$ cat src/rtl/ps2_rx_pkg.sv
package ps2_rx_pkg;
  localparam int unsigned FRAME_BITS = 11;
  localparam int unsigned CNT_W      = $clog2(FRAME_BITS);

  typedef logic [7:0]            byte_t;
  typedef logic [FRAME_BITS-1:0] frame_t;
  typedef logic [CNT_W-1:0]      bit_cnt_t;

  // frame bit 0 = start, 8:1 = data, 9 = parity, 10 = stop
  function automatic logic frame_ok(frame_t f);
    return (f[0] == 1'b0) && (f[FRAME_BITS-1] == 1'b1) && (^f[9:1] == 1'b1);
  endfunction
endpackage

$ cat src/rtl/ps2_line_sync.sv
module ps2_line_sync #(
  parameter int unsigned SYNC_STAGES = 2,
  parameter int unsigned FILT_LEN    = 4
) (
  input  logic clk_i,
  input  logic rst_ni,
  input  logic kbd_clk_i,
  input  logic kbd_data_i,
  output logic data_o,
  output logic fall_o
);
  logic [SYNC_STAGES-1:0] clk_sync, dat_sync;
  logic [FILT_LEN-1:0]    hist;
  logic                   filt_q, filt_d1;

  always_ff @(posedge clk_i or negedge rst_ni) begin
    if (!rst_ni) begin
      clk_sync <= '1;
      dat_sync <= '1;
    end else begin
      clk_sync <= {clk_sync[SYNC_STAGES-2:0], kbd_clk_i};
      dat_sync <= {dat_sync[SYNC_STAGES-2:0], kbd_data_i};
    end
  end

  generate
    if (FILT_LEN > 1) begin : g_hist
      always_ff @(posedge clk_i or negedge rst_ni) begin
        if (!rst_ni) hist <= '1;
        else         hist <= {hist[FILT_LEN-2:0], clk_sync[SYNC_STAGES-1]};
      end
    end else begin : g_hist1
      always_ff @(posedge clk_i or negedge rst_ni) begin
        if (!rst_ni) hist <= '1;
        else         hist <= clk_sync[SYNC_STAGES-1];
      end
    end
  endgenerate

  // filtered level changes only when the whole window agrees
  always_ff @(posedge clk_i or negedge rst_ni) begin
    if (!rst_ni) begin
      filt_q  <= 1'b1;
      filt_d1 <= 1'b1;
    end else begin
      if (&hist)       filt_q <= 1'b1;
      else if (~|hist) filt_q <= 1'b0;
      filt_d1 <= filt_q;
    end
  end

  assign fall_o = filt_d1 & ~filt_q;
  assign data_o = dat_sync[SYNC_STAGES-1];
endmodule

$ cat src/rtl/ps2_frame_rx.sv
module ps2_frame_rx
  import ps2_rx_pkg::*;
#(
  parameter int unsigned IDLE_CYCLES = 10000
) (
  input  logic     clk_i,
  input  logic     rst_ni,
  input  logic     fall_i,
  input  logic     data_i,
  output byte_t    byte_o,
  output logic     byte_vld_o,
  output bit_cnt_t bit_cnt_o,
  output logic     tmo_hit_o
);
  localparam int unsigned IDLE_W = $clog2(IDLE_CYCLES + 1);
  localparam bit_cnt_t    LAST   = bit_cnt_t'(FRAME_BITS - 1);

  frame_t            frm_q, frm_nxt;
  bit_cnt_t          cnt_q;
  logic [IDLE_W-1:0] idle_q;

  assign frm_nxt   = {data_i, frm_q[FRAME_BITS-1:1]};
  assign tmo_hit_o = (cnt_q != '0) && !fall_i &&
                     (idle_q == IDLE_W'(IDLE_CYCLES - 1));

  always_ff @(posedge clk_i or negedge rst_ni) begin
    if (!rst_ni) begin
      idle_q <= '0;
    end else if (cnt_q == '0 || fall_i || tmo_hit_o) begin
      idle_q <= '0;
    end else begin
      idle_q <= idle_q + 1'b1;
    end
  end

  always_ff @(posedge clk_i or negedge rst_ni) begin
    if (!rst_ni) begin
      cnt_q <= '0;
      frm_q <= '0;
    end else if (fall_i) begin
      frm_q <= frm_nxt;
      cnt_q <= (cnt_q == LAST) ? '0 : cnt_q + 1'b1;
    end else if (tmo_hit_o) begin
      cnt_q <= '0;
    end
  end

  always_ff @(posedge clk_i or negedge rst_ni) begin
    if (!rst_ni) begin
      byte_vld_o <= 1'b0;
      byte_o     <= '0;
    end else begin
      byte_vld_o <= fall_i && (cnt_q == LAST) && frame_ok(frm_nxt);
      if (fall_i && cnt_q == LAST) byte_o <= frm_nxt[8:1];
    end
  end

  assign bit_cnt_o = cnt_q;
endmodule

$ cat src/rtl/ps2_code_hold.sv
module ps2_code_hold
  import ps2_rx_pkg::*;
(
  input  logic  clk_i,
  input  logic  rst_ni,
  input  byte_t byte_i,
  input  logic  byte_vld_i,
  input  logic  read_i,
  output byte_t scan_code_o,
  output logic  scan_ready_o
);
  always_ff @(posedge clk_i or negedge rst_ni) begin
    if (!rst_ni) begin
      scan_code_o  <= '0;
      scan_ready_o <= 1'b0;
    end else if (byte_vld_i) begin
      scan_code_o  <= byte_i;
      scan_ready_o <= 1'b1;
    end else if (read_i) begin
      scan_ready_o <= 1'b0;
    end
  end
endmodule

$ cat src/rtl/ps2_scan_rx.sv
module ps2_scan_rx
  import ps2_rx_pkg::*;
#(
  parameter int unsigned SYNC_STAGES = 2,
  parameter int unsigned FILT_LEN    = 4,
  parameter int unsigned IDLE_CYCLES = 10000
) (
  input  logic       clk_i,
  input  logic       rst_ni,
  input  logic       kbd_clk_i,
  input  logic       kbd_data_i,
  input  logic       read_i,
  output logic [7:0] scan_code_o,
  output logic       scan_ready_o
);
  logic     data_s, fall_s, byte_vld, tmo_hit;
  byte_t    byte_s;
  bit_cnt_t bit_cnt;

  ps2_line_sync #(
    .SYNC_STAGES(SYNC_STAGES),
    .FILT_LEN   (FILT_LEN)
  ) u_sync (
    .clk_i     (clk_i),
    .rst_ni    (rst_ni),
    .kbd_clk_i (kbd_clk_i),
    .kbd_data_i(kbd_data_i),
    .data_o    (data_s),
    .fall_o    (fall_s)
  );

  ps2_frame_rx #(
    .IDLE_CYCLES(IDLE_CYCLES)
  ) u_frame (
    .clk_i     (clk_i),
    .rst_ni    (rst_ni),
    .fall_i    (fall_s),
    .data_i    (data_s),
    .byte_o    (byte_s),
    .byte_vld_o(byte_vld),
    .bit_cnt_o (bit_cnt),
    .tmo_hit_o (tmo_hit)
  );

  ps2_code_hold u_hold (
    .clk_i       (clk_i),
    .rst_ni      (rst_ni),
    .byte_i      (byte_s),
    .byte_vld_i  (byte_vld),
    .read_i      (read_i),
    .scan_code_o (scan_code_o),
    .scan_ready_o(scan_ready_o)
  );
endmodule

$ cat config.mk
export PLATFORM = sky130hd
export DESIGN_NAME = ps2_scan_rx
export DESIGN_NICKNAME = d
export VERILOG_FILES = /design/src/rtl/ps2_rx_pkg.sv /design/src/rtl/ps2_line_sync.sv /design/src/rtl/ps2_frame_rx.sv /design/src/rtl/ps2_code_hold.sv /design/src/rtl/ps2_scan_rx.sv
export SDC_FILE = /design/constraint.sdc
export NUM_CORES = 1
export LEC_CHECK = 0
export BUFFER_PORTS_ARGS = -buffer_cell sky130_fd_sc_hd__buf_2
export CAP_MARGIN = 20
export CORE_MARGIN = 10
export CORE_UTILIZATION = 47
export CTS_BUF_LIST = sky130_fd_sc_hd__clkbuf_4
export CTS_CLUSTER_SIZE = 20
export DETAILED_ROUTE_END_ITERATION = 12
export SETUP_SLACK_MARGIN = 0.4
export SLEW_MARGIN = 20
export SYNTH_ARGS = -nofsm -noshare
export SYNTH_HDL_FRONTEND = slang
export SYNTH_HIERARCHICAL = 1
export SYNTH_SLANG_ARGS = --single-unit
$ cat constraint.sdc
create_clock -name clk_i -period 1.9 [get_ports clk_i]
set_input_delay 0.095 -clock clk_i [delete_from_list [all_inputs] [get_ports clk_i]]
set_output_delay 0.095 -clock clk_i [all_outputs]
set_load 0.1 [all_outputs]
# Word level (Yosys, flattened, before mapping)
# Cells that the tools add are included.
word_totals:
  regBits: 57
  elab_cells: 44
classes:
  n_addsub: 2
  bitwise_logic: 3
  eq_ne: 3
  mux: 8
  n_reduce_logical: 16
ops:
  columns: ["cell", "n"]
  rows:
  - ["$add A14 B1 Y14 const B", 1]
  - ["$eq A14 B14 Y1 const B", 1]
  - ["$mux W14", 1]
  - ["$mux W4", 3]
  - ["$reduce_xor A9 Y1", 1]
  - ["$logic_and A1 B1 Y1", 6]
  - ["$add A4 B1 Y4 const B", 1]
  - ["$eq A4 B4 Y1 const B", 1]
  - ["$logic_not A4 Y1", 1]
  - ["$mux W1", 4]
  - ["$reduce_and A4 Y1", 1]
  - ["$reduce_bool A2 Y1", 2]
  - ["$reduce_bool A4 Y1", 1]
  - ["$reduce_or A4 Y1", 1]
  - ["$logic_or A1 B1 Y1", 2]
  - ["$ne A2 B1 Y1 const B", 1]
  - ["$not A1 Y1", 2]
  - ["$and A1 B1 Y1", 1]
  - ["$logic_not A1 Y1", 1]

# Depth between registers and ports, before layout
# Gate-level depths: netlist of the first run.
logic_depth:
  ltp_word: 7
  mapped_depth: 6
  ltp_nobuf: 5

# Modules after synthesis
# Netlist of the first run, hierarchy kept.
by_module_without_submodules:
  columns: ["module", "area_per_inst_um2", "instances", "seq_area_each_um2", "cells_per_inst"]
  rows:
  - ["ps2_frame_rx", 1731.7, 1, 925.9, 147]
  - ["ps2_code_hold", 369.1, 1, 225.2, 20]
  - ["ps2_line_sync", 295.3, 1, 262.8, 14]

# Least setup slack after synthesis of the first run
# No wires, ideal clock.
synth_path:
  kind: "register to register"
  startpoint: "reg u_sync.filt_d1"
  endpoint: "reg u_frame.frm_q[3]"
  path_slack_ns: 0.243
  synth_period_minus_slack_ns: 1.657
  setup_ns: 0.125
  path_stages_with_launch: 5
  n_path_buf: 2
  arrival_ns: 1.533
  cell_sequence: "dfstp_2 -> nor2b_1 -> clkbuf_1 -> clkbuf_1 -> mux2_2"
synth_between:
  elab_chain_cells: 1
synth_lines:
  columns: ["item", "line_no", "text"]
  rows:
  - ["from (decl)", "ps2_line_sync.sv:14", "logic filt_q, filt_d1;"]
  - ["from (signal assigned)", "ps2_line_sync.sv:48", "filt_d1 <= filt_q;"]
  - ["$and A1 B1 Y1", "ps2_line_sync.sv:52", "assign fall_o = filt_d1 & ~filt_q;"]
  - ["net fall_s", "ps2_scan_rx.sv:16", "logic data_s, fall_s, byte_vld, tmo_hit;"]
  - ["to (signal assigned)", "ps2_frame_rx.sv:41", "frm_q <= frm_nxt;"]
  - ["to (decl)", "ps2_frame_rx.sv:18", "frame_t frm_q, frm_nxt;"]
# The timed path passes the listed nets, and every way through them passes these cells.
# A chain may end at the register's enable or synchronous reset.

# Worst setup path in the final report of the first run
layout_path:
  startpoint: "reg u_frame.idle_q[11]"
  endpoint: "reg u_frame.idle_q[8]"
layout_between:
  elab_chain_cells: 4
layout_lines:
  columns: ["item", "line_no", "text"]
  rows:
  - ["from (decl)", "ps2_frame_rx.sv:20", "logic [IDLE_W-1:0] idle_q;"]
  - ["from (signal assigned)", "ps2_frame_rx.sv:32", "idle_q <= idle_q + 1'b1;"]
  - ["$eq A14 B14 Y1", "ps2_frame_rx.sv:24", "(idle_q == IDLE_W'(IDLE_CYCLES - 1));"]
  - ["$logic_and A1 B1 Y1", "ps2_frame_rx.sv:23", "assign tmo_hit_o = (cnt_q != '0) && !fall_i &&"]
  - ["$logic_or A1 B1 Y1", "ps2_frame_rx.sv:29", "end else if (cnt_q == '0 || fall_i || tmo_hit_o) begin"]
  - ["$mux W14", "ps2_frame_rx.sv:29", null]
# No other way between the ends.

==> results of run 1 <==
flip-flops by register name, indices dropped and copies added, names as in the netlist, 2 cells and up:
name                cells
u_frame/idle_q         14
u_frame/frm_q          10
u_frame/byte_o          8
u_hold/scan_code_o      8
u_frame/bit_cnt_o       4
u_sync/hist             4
u_sync/clk_sync         2
u_sync/dat_sync         2
worst register-to-register path, cell delays in order (launching register included):
cell      delay (ns)
dfrtp_1         0.40
or4bb_1         0.51
nor4_2          0.29
nand2b_4        0.27
nor2_1          0.07
per-stage QoR:
| step | hold slack, ns | total power [mW] | setup WS, ns | utilization (%) |
|---|---|---|---|---|
| 6_report | 0.215 | 3.31 | 0.266 | 57.5 |
| 5_1_grt | 0.219 | 3.58 | 0.195 | 57.5 |
| 4_1_cts | 0.221 | 3.29 | 0.249 | 56.3 |
| 3_5_place_dp | 0.0842 | 2.59 | 0.216 | 52.9 |
| 3_3_place_gp | 0.0714 | 2.53 | 0.263 | 52.9 |
| 2_1_floorplan | -0.201 | 2.39 | 0.292 | - |
final cells by class:
| type | instances | area share, % |
|---|---|---|
| multi-input cells | 109 | 33.9 |
| inverters | 11 | 1.49 |
| repair buffers | 30 | 7.58 |
| well taps | 67 | 3.02 |
| clock buffers | 7 | 1.90 |
| clock inverters | 1 | 1.08 |
| flip-flops and latches | 56 | 51.0 |
power groups by stage:
stage	Sequential [mW]	Clock [mW]	Combinational, mW
4_1_cts	1.65	0.677	0.956
5_1_grt	1.70	0.739	1.14
2_1_floorplan	1.64	0	0.755
3_3_place_gp	1.68	0	0.855
6_report	1.66	0.652	1.00
3_5_place_dp	1.69	0	0.897
cells in the final DEF, fill, tap and decap left out, types with 2 or more instances in the layout:
master,synthesis,final
buf_2,0,13
buf_4,1,11
buf_6,2,2
clkbuf_4,0,7
dfrtp_1,46,46
dfstp_2,10,10
dlygate4sd3_1,0,4
ha_1,5,4
inv_1,11,10
mux2_2,18,18
mux2_4,8,8
nand2_1,8,8
nand3_1,6,6
nand4_1,3,3
nor2_1,15,15
nor3_1,3,3
nor4_1,5,5
o32ai_1,3,2
xnor2_1,13,12
xor2_1,6,6
metal layers:
| layer | up-vias | share of wire (%) | track usage [%] |
|---|---|---|---|
| met2 | 21 | 50 | 16.7 |
| li1 | 676 | - | - |
| met4 | 0 | 1.7 | 4.31 |
| met1 | 686 | 43 | 11.8 |
| met3 | 6 | 4.6 | 3.54 |
| met5 | - | 0 | 0 |
logic make-up (layout without fill, tap and decap cells):
kind of cell,after synthesis,in the layout,synth area share [%]
xor gates and xnor gates,20,20,7.89
and+or+nand+nor,50,50,10.9
DFF,56,56,59.0
AOI/OAI and AO/OA,8,8,2.82
buffers and inverters,16,49,3.29
adders and majority gates,5,5,2.61
muxes,26,26,13.5
worst paths after layout:
check	end
hold / removal	u_hold/scan_code_o[1]$_DFFE_PN0P_
min in group clk_i	u_sync/dat_sync[0]$_DFF_PN1_
hold reg to reg	u_sync/hist[0]$_DFF_PN1_
setup / recovery	u_frame/idle_q[8]$_DFF_PN0_
max in group asynchronous	u_sync/dat_sync[1]$_DFF_PN1_
setup reg to reg	u_frame/idle_q[8]$_DFF_PN0_
what timing repair did:
action                     in CTS  in global routing
setup endpoints to repair      17                 29
gates cloned                    0                  1
gates resized for setup         1                 10
setup buffers                   5                  2
pin swaps                       1                  1
hold buffers                    4                  0
hold endpoints to repair       16                  0
==> run_results.csv, run 1 <==
group,metric,value,unit
drt,drt_first_pass_iters,4,
synth,synthTopCellsByArea,"dfrtp_1, dfstp_2, mux2_2",
worst_setup_path,path_class,"flip-flop to flip-flop",
worst_setup_path,crit_path_max_incr_delay,0.51,ns
cts,cts_root_buf,"clkbuf_4",
power_and_ir_drop,p_seq_share,50.0,%
worst_setup_path,r2r_start,"u_frame/idle_q[11]$_DFF_PN0_",
synth,synth-edff-count,0,
hold_path,min_path_type,"input pin to async pin",
timing,setup_violations,0,
drt,ant_nets,0,
drt,vias,1389,
placement,placed_cell_area,2550,um^2
worst_setup_path,slowest_stage,"or4bb_1",
power_and_ir_drop,switchingPower,1.01,mW
die,core,4820,um^2
worst_setup_path,crit_family,"simple AND/OR/NAND/NOR gates",
final_layout,n_antenna_cell,0,
grt,grt_pass1_vias,1448,
timing,min_period_over_period,86.0,%
drt,drt_wl_total,3.99,mm
drt,avgViaCountPerCell,4.94,
worst_setup_path,path_buf_inv,0,
die,start_util,49.7,%
worst_setup_path,startpoint_type,"flip-flop",
worst_setup_path,r2r_slack,0.27,ns
drt,wl_per_cell,14.2,um
die,die_h,91.4,um
power_and_ir_drop,combPwrFrac,30.3,%
timing,worstMarginPinSlew,0.537,ns
synth,synth_top_area_share,48.0,%
job,drv_cap,0,
synth,yosysMostFrequentCell,"dfrtp_1",
final_layout,ff_latch_area,1410,um^2
final_layout,layout.cells.non_filler,281,
power_and_ir_drop,peakVddDrop,0.000483,V
placement,dp.cells,261,
timing,drv_slew,0,
timing,finClkSkew,0.0135,ns
die,dieWidth,91.4,um
power_and_ir_drop,power.static_leakage,1.29,nW
synth,synth_flop_cell,"dfrtp_1",
synth,ys.warnings.count,6,
final_layout,area_delta_synth_final,15.7,%
run_status,status,"finished clean",
die,die_area,8350,um^2
timing,rsz0062_at_grt,"true",
timing,hold_violations,0,
timing,setup-tns-final,0,ns
power_and_ir_drop,clkPwrFrac,19.7,%
final_layout,multi_input_area,940,um^2
worst_setup_path,crit_fanout,13,
synth,synth_async_sr_flop_share,100,%
grt,grt_max_degree,24,
synth,ys_ff_latch,56,
synth,synth_cell_types,33,
cts,cts_inserted_buffers,5,
cts,cts_tree,"yes",
grt,antenna_found_initial,0,
final_layout,fillers,418,
drt,drc_errors,0,
worst_setup_path,r2r_cells,4,
worst_setup_path,crit_chain,"or4bb_1 > nor4_2 > nand2b_4 > nor2_1",
final_layout,nets,223,
synth,synth_common_cells,"dfrtp_1, mux2_2, nor2_1, xnor2_1, inv_1",
cts,cts.clk_slew.worst_paths,0.14,ns
worst_setup_path,crit_cells,4,
placement,dp.final_hpwl,2.76,mm
synth,syn_area_per_cell,13.2,um^2
synth,seq_area_frac_synth,59.0,%
die,num_io_pins,14,
placement,port_buffers,13,
synth,syn_nets,191,
grt,grt-ovfl-total,0,
die,row_count,25,
grt,grt_usage,10.2,%
cts,clock_sinks,56,
worst_setup_path,crit_path_end_kind,"flip-flop",
grt,grt_pass1_wl,6.98,mm
worst_setup_path,arrival,1.90,ns
power_and_ir_drop,powerDensity,1200,nW/um^2
placement,gp_congestion,0.805,
worst_setup_path,critPathLaunch,"u_frame/idle_q[11]$_DFF_PN0_",
power_and_ir_drop,internal_power,2.30,mW
cts,clockBufferDepth,2,
synth,netlist_instances,181,
timing,fmax,612,MHz
worst_setup_path,crit_required,2.16,ns
synth,synth_area,2400,um^2
final_layout,final_cell_area,2770,um^2
final_layout,drive_gt1_share,37.9,%
drt,drt_iter0_drc,45,
timing,slew_headroom,64.2,%
cts,h-tree-depth,2,
synth,yosysTopAreaCell,"dfrtp_1",
cts,clock_latency,0.37,ns
timing,period_needed,1.63,ns
power_and_ir_drop,p_sw_share,30.5,%
No activity file was read; power rests on OpenSTA's default activity.
==> run 2, diff against run 1 <==
--- a/config.mk
+++ b/config.mk
@@ -5,6 +5,7 @@
 export SDC_FILE = /design/constraint.sdc
 export NUM_CORES = 1
 export LEC_CHECK = 0
+export ABC_AREA = 1
 export BUFFER_PORTS_ARGS = -buffer_cell sky130_fd_sc_hd__buf_2
 export CAP_MARGIN = 20
 export CORE_MARGIN = 10
==> run 2 against run 1 <==
Against the previous run:
- design area up 1.9%
- die area up 2.4%
- clock-buffer cell count down 1
- synthesized cell count up 55%
- critical path type unchanged
- via count up 28%
- clock power up 19%
- critical path depth up 3
- synthesized area up 3.1%
- hold slack worse by 0.0077 ns
==> run_results.csv, run 2 <==
group,metric,value,unit
power_and_ir_drop,peakVddDrop,0.000438,V
worst_setup_path,r2r_slack,0.54,ns
final_layout,n_antenna_cell,0,
die,die_area,8560,um^2
power_and_ir_drop,clkPwrFrac,24.3,%
power_and_ir_drop,power.static_leakage,1.37,nW
timing,drv_slew,0,
worst_setup_path,reg2reg_to,"u_frame/idle_q[7]$_DFF_PN0_",
hold_path,min_path_type,"input pin to async pin",
synth,syn_area_per_cell,8.83,um^2
worst_setup_path,crit_fanout,7,
worst_setup_path,crit_cells,7,
final_layout,fillers,472,
die,num_io_pins,14,
synth,syn_nets,290,
power_and_ir_drop,combPwrFrac,25.9,%
final_layout,layout_common_cells,"nand2_1, dfrtp_1, inv_1, nor2_1, o21ai_0",
run_status,status,"finished clean",
worst_setup_path,crit_required,2.19,ns
die,start_util,48.4,%
worst_setup_path,crit_end,"u_frame/idle_q[7]$_DFF_PN0_",
grt,antenna_found_initial,0,
drt,drt_iter0_drc,86,
synth,synth_area,2470,um^2
power_and_ir_drop,powerDensity,1130,nW/um^2
cts,clock_latency,0.38,ns
placement,dp.final_hpwl,3.07,mm
timing,fin_hold_ws,0.207,ns
grt,grt_max_degree,37,
cts,cts_tree,"yes",
final_layout,nets,315,
power_and_ir_drop,internal_power,2.16,mW
timing,finClkSkew,0.0190,ns
worst_setup_path,startpoint_type,"flip-flop",
worst_setup_path,crit_family,"flip-flops",
die,row_count,26,
timing,setup_violations,0,
grt,grt_pass1_wl,7.59,mm
drt,wl_per_cell,11.2,um
die,core,5110,um^2
worst_setup_path,slowest_stage,"dfrtp_2",
worst_setup_path,path_buf_inv,2,
power_and_ir_drop,p_seq_share,49.9,%
job,drv_cap,0,
cts,cts_inserted_buffers,5,
timing,setup-tns-final,0,ns
final_layout,drive_gt1_share,15.4,%
final_layout,area_delta_synth_final,14.3,%
timing,period_needed,1.36,ns
synth,ys.warnings.count,6,
worst_setup_path,r2r_cells,7,
grt,grt_pass1_vias,1751,
placement,gp_congestion,0.818,
drt,drt_wl_total,4.20,mm
cts,h-tree-depth,2,
worst_setup_path,crit_chain,"ha_4 > nand3_2 > clkinv_2 > nand2_1 > o21ai_2 > buf_6 > nor3_1",
cts,cts.clk_slew.worst_paths,0.14,ns
worst_setup_path,r2r_start,"u_frame/idle_q[0]$_DFF_PN0_",
final_layout,final_util,55.3,%
drt,avgViaCountPerCell,4.73,
drt,vias,1780,
worst_setup_path,path_class,"flip-flop to flip-flop",
drt,ant_nets,0,
cts,clock_sinks,56,
final_layout,top_regs,"u_frame/idle_q (14), u_frame/frm_q (10)",
timing,hold_violations,0,
timing,rsz0062_at_grt,"false",
power_and_ir_drop,switchingPower,1.02,mW
power_and_ir_drop,p_sw_share,32.1,%
grt,grt-ovfl-total,0,
final_layout,largest_reg_flops,14,
drt,drc_errors,0,
final_layout,layout_commonest_cell,"nand2_1",
die,dieWidth,92.5,um
worst_setup_path,crit_path_max_incr_delay,0.48,ns
worst_setup_path,critPathLaunch,"u_frame/idle_q[0]$_DFF_PN0_",
worst_setup_path,arrival,1.65,ns
timing,fmax,737,MHz
cts,clockBufferDepth,2,
drt,drt_first_pass_iters,4,
timing,worstMarginPinSlew,0.490,ns
worst_setup_path,crit_path_end_kind,"flip-flop",
final_layout,largest_register,"u_frame/idle_q",
synth,netlist_instances,280,
cts,cts_root_buf,"clkbuf_4",
timing,min_period_over_period,71.4,%
die,die_h,92.5,um
timing,slew_headroom,67.3,%
placement,port_buffers,13,
grt,grt_usage,10.6,%
-- run 2: cell type report --
cell class	count	area, um^2	area share, %
Clock buffer	6	45.0	1.59
Clock inverter	2	60.1	2.13
Inverter	27	103	3.63
Multi-Input combinational cell	191	937	33.2
Sequential cell	56	1420	50.1
Tap cell	70	87.6	3.10
Timing Repair Buffer	24	178	6.29
-- run 2: how the worst min path moves through the flow --
stage	from	endpoint	slack [ns]	cells past startpoint
floorplan	rst_ni	u_frame/bit_cnt_o[0]$_DFFE_PN0P_	-0.20	0
global placement	rst_ni	u_hold/scan_ready_o$_DFFE_PN0P_	0.09	1
detailed placement	rst_ni	u_hold/scan_ready_o$_DFFE_PN0P_	0.09	1
CTS	rst_ni	u_frame/idle_q[9]$_DFF_PN0_	0.20	2
global route	rst_ni	u_hold/scan_ready_o$_DFFE_PN0P_	0.22	2
finish	rst_ni	u_frame/idle_q[9]$_DFF_PN0_	0.21	2
-- run 2: stage by stage --
step | area [um^2] | power [mW] | instances | worst slack [ns]
after global placement | 2640 | 2.35 | 363 | 0.451
after detailed placement | 2640 | 2.36 | 363 | 0.448
after global routing | 2830 | 3.43 | 376 | 0.399
after floorplan | 2470 | 2.15 | 280 | 0.520
after CTS | 2790 | 3.17 | 375 | 0.416
final | 2830 | 3.18 | 376 | 0.543
-- run 2: timing repair --
item | in CTS | in global routing
setup buffers | 0 | 1
resized for setup | 0 | 8
setup endpoints to repair | 0 | 26
endpoints found under the hold margin | 16 | 0
hold buffers | 4 | 0
-- run 2: power by group through the flow --
stage | Sequential [mW] | Combinational, mW | Clock (mW)
floorplan | 1.57 | 0.581 | 0
global placement | 1.60 | 0.750 | 0
detailed placement | 1.61 | 0.756 | 0
CTS | 1.58 | 0.777 | 0.808
global route | 1.62 | 0.967 | 0.837
finish | 1.59 | 0.824 | 0.773
-- run 2: per-layer routing --
layer	wire length [um]	vias up	GRT usage (%)
met5	0	-	0
met4	69	0	4.37
met3	215	5	3.31
met2	1920	23	17.5
met1	2000	823	12.5
li1	-	929	-
